[src/rtl/los_pkg.sv]
package los_pkg;
  // Port p occupies the 64-byte window starting at (p+1)*64.
  localparam logic [7:0] STAT_OFS = 8'h05;
  localparam logic [7:0] SWAP_OFS = 8'h04;

  function automatic logic [7:0] stat_addr(input int p);
    return 8'((p + 1) * 64) | STAT_OFS;
  endfunction

  function automatic logic [7:0] swap_addr(input int p);
    return 8'((p + 1) * 64) | SWAP_OFS;
  endfunction
endpackage

[src/rtl/los_port_status.sv]
module los_port_status #(
  parameter int NLANES = 4
) (
  input  logic              clk,
  input  logic              rst_n,
  input  logic [NLANES-1:0] los,
  input  logic [NLANES-1:0] en,
  input  logic              clr,
  output logic [NLANES-1:0] live_o,
  output logic [NLANES-1:0] stk_o
);
  logic [NLANES-1:0] stk_q;
  logic [NLANES-1:0] stk_d;

  assign live_o = los & en;
  // A clear keeps lanes still in loss; disabled lanes drop their latch.
  assign stk_d  = ((clr ? '0 : stk_q) | live_o) & en;
  assign stk_o  = stk_q & en;

  always_ff @(posedge clk or negedge rst_n) begin
    if (!rst_n) stk_q <= '0;
    else        stk_q <= stk_d;
  end
endmodule

[src/rtl/los_swap_reg.sv]
module los_swap_reg #(
  parameter int NLANES = 4
) (
  input  logic              clk,
  input  logic              rst_n,
  input  logic              we,
  input  logic [NLANES-1:0] wd,
  output logic [NLANES-1:0] q
);
  always_ff @(posedge clk or negedge rst_n) begin
    if (!rst_n)  q <= '0;
    else if (we) q <= wd;
  end
endmodule

[src/rtl/los_irq_hub.sv]
module los_irq_hub #(
  parameter int NPORTS = 3,
  parameter int NLANES = 4,
  parameter int AW     = 8
) (
  input  logic                     clk,
  input  logic                     rst_n,
  input  logic [NPORTS*NLANES-1:0] los_in,
  input  logic [NPORTS*NLANES-1:0] rx_en,
  input  logic [AW-1:0]            reg_addr,
  input  logic                     reg_wr,
  input  logic [2*NLANES-1:0]      reg_wdata,
  output logic [2*NLANES-1:0]      reg_rdata,
  output logic                     irq,
  output logic [NPORTS*NLANES-1:0] swap_cfg
);
  import los_pkg::*;

  localparam int DW = 2 * NLANES;

  logic [NLANES-1:0] live_w [NPORTS];
  logic [NLANES-1:0] stk_w  [NPORTS];
  logic [NLANES-1:0] swp_w  [NPORTS];
  logic [NPORTS-1:0] sel_st;
  logic [NPORTS-1:0] sel_sw;
  logic [NPORTS-1:0] act_p;
  logic              wzero;

  assign wzero = (reg_wdata == '0);

  for (genvar p = 0; p < NPORTS; p++) begin : g_port
    assign sel_st[p] = (reg_addr == AW'(stat_addr(p)));
    assign sel_sw[p] = (reg_addr == AW'(swap_addr(p)));

    los_port_status #(.NLANES(NLANES)) u_stat (
      .clk    (clk),
      .rst_n  (rst_n),
      .los    (los_in[p*NLANES +: NLANES]),
      .en     (rx_en[p*NLANES +: NLANES]),
      .clr    (reg_wr && sel_st[p] && wzero),
      .live_o (live_w[p]),
      .stk_o  (stk_w[p])
    );

    los_swap_reg #(.NLANES(NLANES)) u_swap (
      .clk   (clk),
      .rst_n (rst_n),
      .we    (reg_wr && sel_sw[p]),
      .wd    (reg_wdata[NLANES-1:0]),
      .q     (swp_w[p])
    );

    assign swap_cfg[p*NLANES +: NLANES] = swp_w[p];
    assign act_p[p] = |(live_w[p] | stk_w[p]);
  end

  assign irq = |act_p;

  always_comb begin
    reg_rdata = '0;
    for (int p = 0; p < NPORTS; p++) begin
      if (sel_st[p]) reg_rdata = reg_rdata | {stk_w[p], live_w[p]};
      if (sel_sw[p]) reg_rdata = reg_rdata | DW'(swp_w[p]);
    end
  end
endmodule

[config.mk]
export PLATFORM = sky130hd
export DESIGN_NAME = los_irq_hub
export DESIGN_NICKNAME = d
export VERILOG_FILES = /design/src/rtl/los_pkg.sv /design/src/rtl/los_port_status.sv /design/src/rtl/los_swap_reg.sv /design/src/rtl/los_irq_hub.sv
export SDC_FILE = /design/constraint.sdc
export NUM_CORES = 1
export LEC_CHECK = 0
export ABC_AREA = 1
export BUFFER_PORTS_ARGS = -buffer_cell sky130_fd_sc_hd__clkbuf_2
export CORE_MARGIN = 2
export CORE_UTILIZATION = 45
export DETAILED_ROUTE_END_ITERATION = 16
export GPL_TIMING_DRIVEN = 1
export PLACE_DENSITY = 0.78
export SETUP_SLACK_MARGIN = 0.1
export SKIP_LAST_GASP = 1
export SYNTH_ARGS = -nofsm -noshare
export SYNTH_HDL_FRONTEND = slang
export SYNTH_SLANG_ARGS = --single-unit
[constraint.sdc]
create_clock -name clk -period 1.7 [get_ports clk]
set_clock_uncertainty 0.1 [all_clocks]
set_input_delay 0.34 -clock clk [delete_from_list [all_inputs] [get_ports clk]]
set_output_delay 0.34 -clock clk [all_outputs]
set_load 0.01 [all_outputs]
==> flow_summary.json <==
{
  "status": "finished with violations",
  "violations": "negative setup slack",
  "gp_congestion": 0.927,
  "dieHeight_um": 63.4,
  "powerDensity_nw_per_um2": 533,
  "min_to": "g_port[2].u_swap.q[2]",
  "yosysTopAreaCell": "dfrtp_1",
  "antenna_cells": 0,
  "slew-limit-headroom_pct": 59.6,
  "synthesis.instances": 237,
  "clk_pin_slew_ns": 0.15,
  "synth_top_area_share_pct": 37.9,
  "timing.rr.start": "g_port[1].u_stat.stk_q[2]",
  "io_buffers": 63,
  "synth-simple-area-share_pct": 46.7,
  "ys_seq_area_share_pct": 37.9,
  "vias": 1866,
  "p_comb_share_pct": 23.5,
  "hold_ws_ns": 0.162,
  "cts_tree": "yes",
  "crit_chain": "buf_8 -> inv_4 -> nand2_4 -> buf_4 -> nor2_4 -> nand3b_1 -> nand2_1 -> nor2_1 -> nand2_1 -> buf_2",
  "min_from": "reg_wdata[2]",
  "synthMuxAreaShare_pct": 0,
  "nets": 364,
  "rsz0062_at_grt": "true",
  "required_ns": 1.26,
  "power_switching_mw": 0.370,
  "crit_path_top_delay_cell": "buf_4",
  "sw_frac_of_total_pct": 29.9,
  "ys_ff_latch": 24,
  "slew_violations": 0,
  "drt_pre_antenna_iters": 4,
  "pwr-share-clk_pct": 25.5,
  "power_mw": 1.24,
  "reg2reg_depth": 5,
  "p_seq_share_pct": 51.0,
  "ys_types": 18,
  "synth-xor-area-share_pct": 0,
  "io_pins": 64,
  "multi_input_area_um2": 935,
  "n_fill_cell": 298,
  "ctsLongestPathBuffers": 2,
  "max_cap_violations": 0,
  "dr_wl_met2_um": 2460,
  "grt-ovfl-total": 0,
  "min_period_over_period_pct": 104,
  "synth_top_family_by_area": "simple AND/OR/NAND/NOR gates",
  "rows": 21,
  "min_path_cells": 3,
  "met1_length_um": 2080,
  "synth_compound_area_share_pct": 6.94,
  "reg2reg_slack_ns": 0.80,
  "cts_max_level": 1,
  "vias_per_cell": 5.10,
  "max-vdd-ir-drop_uv": 337,
  "worst_pin_slew_ns": 0.606,
  "fmax_mhz": 568,
  "drc": 0,
  "fin_ws_ns": -0.0604,
  "max_stage_delay_ns": 0.16,
  "post_drt_wl_per_cell_um": 13.5,
  "die_w_um": 63.4,
  "clk_latency_ns": 0.31,
  "top_layer": "met4",
  "grtUsageTotal_pct": 24.0,
  "grt_pass1_wl_um": 7810,
  "drive_gt1_share_pct": 37.5,
  "netlist_top_cells_area": "dfrtp_1 38%, nand2_1 24%, inv_1 6.9%",
  "initialDrtViolationCount": 129,
  "avgSynthCellArea_um2": 6.69,
  "dp_hpwl_um": 3330,
  "area_delta_synth_final_pct": 46.1,
  "coreArea_um2": 3360,
  "wl_um": 4940,
  "fp.dieArea_um2": 4020,
  "syn_area_um2": 1590,
  "leakagePower_nw": 1.36,
  "grt_pass1_vias": 1797,
  "setup_viol": 6,
  "synth-adder-area-share_pct": 0,
  "worst_setup_path_start_kind": "input pin",
  "end_kind": "output pin",
  "r2r_end": "g_port[1].u_stat.stk_q[2]",
  "cp_max_fo": 5,
  "antenna_found_initial": 0,
  "layout.area.seq_um2": 601,
  "min_period_ns": 1.76,
  "clkSinkCount": 24,
  "met3_length_um": 252,
  "hold_path_class": "input pin to flip-flop",
  "cp.arrival_ns": 1.32,
  "cpMostUsedCell": "nand2_1",
  "critical_path_class": "input pin to output pin",
  "p_int_mw": 0.865,
  "root_buffer": "clkbuf_4",
  "antenna_left": 0,
  "initial_core_util_pct": 47.2,
  "ys_warn_count": 0,
  "synth_nets": 280,
  "finalHoldViolCount": 0,
  "grt_max_degree": 25,
  "numCtsBuffers": 3,
  "place_ws_ns": -0.127
}
[cell type report]
type	count	share of cell area, %
repair buffers	81	23.8
clock buffers	4	1.57
flip-flops and latches	24	25.9
well taps	46	2.48
inverters	31	5.89
multi-input cells	180	40.3
[how the worst max path moves through the flow]
stage / depth (start not counted) / start / end / slack (ns)
after floorplan: 8 / reg_addr[1] / reg_rdata[0] / 0.17
after global placement: 9 / reg_addr[4] / reg_rdata[3] / -0.07
after detailed placement: 9 / reg_addr[4] / reg_rdata[3] / -0.13
after CTS: 10 / reg_addr[5] / reg_rdata[2] / -0.07
after global routing: 10 / reg_addr[7] / reg_rdata[2] / -0.12
final: 10 / reg_addr[4] / reg_rdata[0] / -0.06
[timing repair]
action                                 4_1_cts  5_1_grt
endpoints found under the hold margin       24        0
gates resized for setup                     12       49
setup endpoints to repair                    9        9
setup buffers                                6        4
hold buffers                                 1        0
pin swaps                                   12       18
cloned                                       2        0
[cells in the mapped netlist (all sizes together)]
cell	n
buf	2
clkbuf	1
dfrtp	24
inv	31
nand2	105
nand3	20
nand3b	5
nand4	7
nor2	22
o211ai	4
o21ai	16
[per-stage QoR]
step | instance area [µm²] | TNS [ns] | std cells | util (%)
3_3_place_gp | 2010 | -0.219 | 349 | 59.8
3_5_place_dp | 2010 | -0.492 | 349 | 59.8
2_1_floorplan | 1590 | 0 | 237 | -
4_1_cts | 2150 | -0.208 | 362 | 63.8
5_1_grt | 2320 | -0.516 | 366 | 68.9
6_report | 2320 | -0.144 | 366 | 68.9
[placed cells by master, fill, tap and decap left out]
| master | synthesis | final |
|---|---|---|
| nand2_8 | 0 | 1 |
| inv_4 | 0 | 4 |
| nand2_1 | 100 | 90 |
| nor2_4 | 6 | 8 |
| inv_1 | 29 | 25 |
| nand2_4 | 2 | 4 |
| nor2_2 | 2 | 1 |
| clkbuf_2 | 0 | 48 |
| nand3b_1 | 5 | 5 |
| nand3_1 | 18 | 15 |
| clkinv_4 | 0 | 1 |
| o21ai_1 | 1 | 3 |
| o21ai_0 | 15 | 12 |
| nand3_2 | 2 | 5 |
| buf_6 | 0 | 7 |
| buf_8 | 0 | 3 |
| dlygate4sd3_1 | 0 | 1 |
| o21ai_2 | 0 | 1 |
| dfrtp_1 | 24 | 24 |
| buf_4 | 2 | 9 |
| buf_12 | 0 | 3 |
| nand4_1 | 7 | 7 |
| buf_2 | 0 | 10 |
| o211ai_1 | 4 | 4 |
| clkbuf_8 | 0 | 1 |
| clkbuf_4 | 0 | 3 |
| inv_6 | 0 | 1 |
| nor2_1 | 14 | 14 |
| nand2_2 | 3 | 10 |
[sequential cells by signal, summed over array words and instances (netlist names)]
name and count:
g_port.u_stat.stk_q 12, g_port.u_swap.q 12
[power groups by stage]
stage	clock [mW]	combinational [mW]	sequential, mW
2_1_floorplan	0	0.110	0.642
3_3_place_gp	0	0.226	0.638
3_5_place_dp	0	0.231	0.638
4_1_cts	0.311	0.251	0.628
5_1_grt	0.342	0.320	0.634
6_report	0.316	0.290	0.629
[worst max-delay path, delay by kind of cell]
family / cells / cell delay (ns)
simple gates: 6 / 0.55
buf+inv: 4 / 0.44
[kinds of logic after synthesis]
kind of cell           after synthesis
AO/OA/AOI/OAI                       20
AND/OR/NAND/NOR                    159
flip-flops                          24
buffers and inverters               34
[routing by layer]
layer,GRT usage (%),up-vias
met5,0,-
li1,-,910
met1,32.4,863
met2,40.0,75
met3,3.39,18
met4,6.79,0
Power figures use the tool's default switching activity.
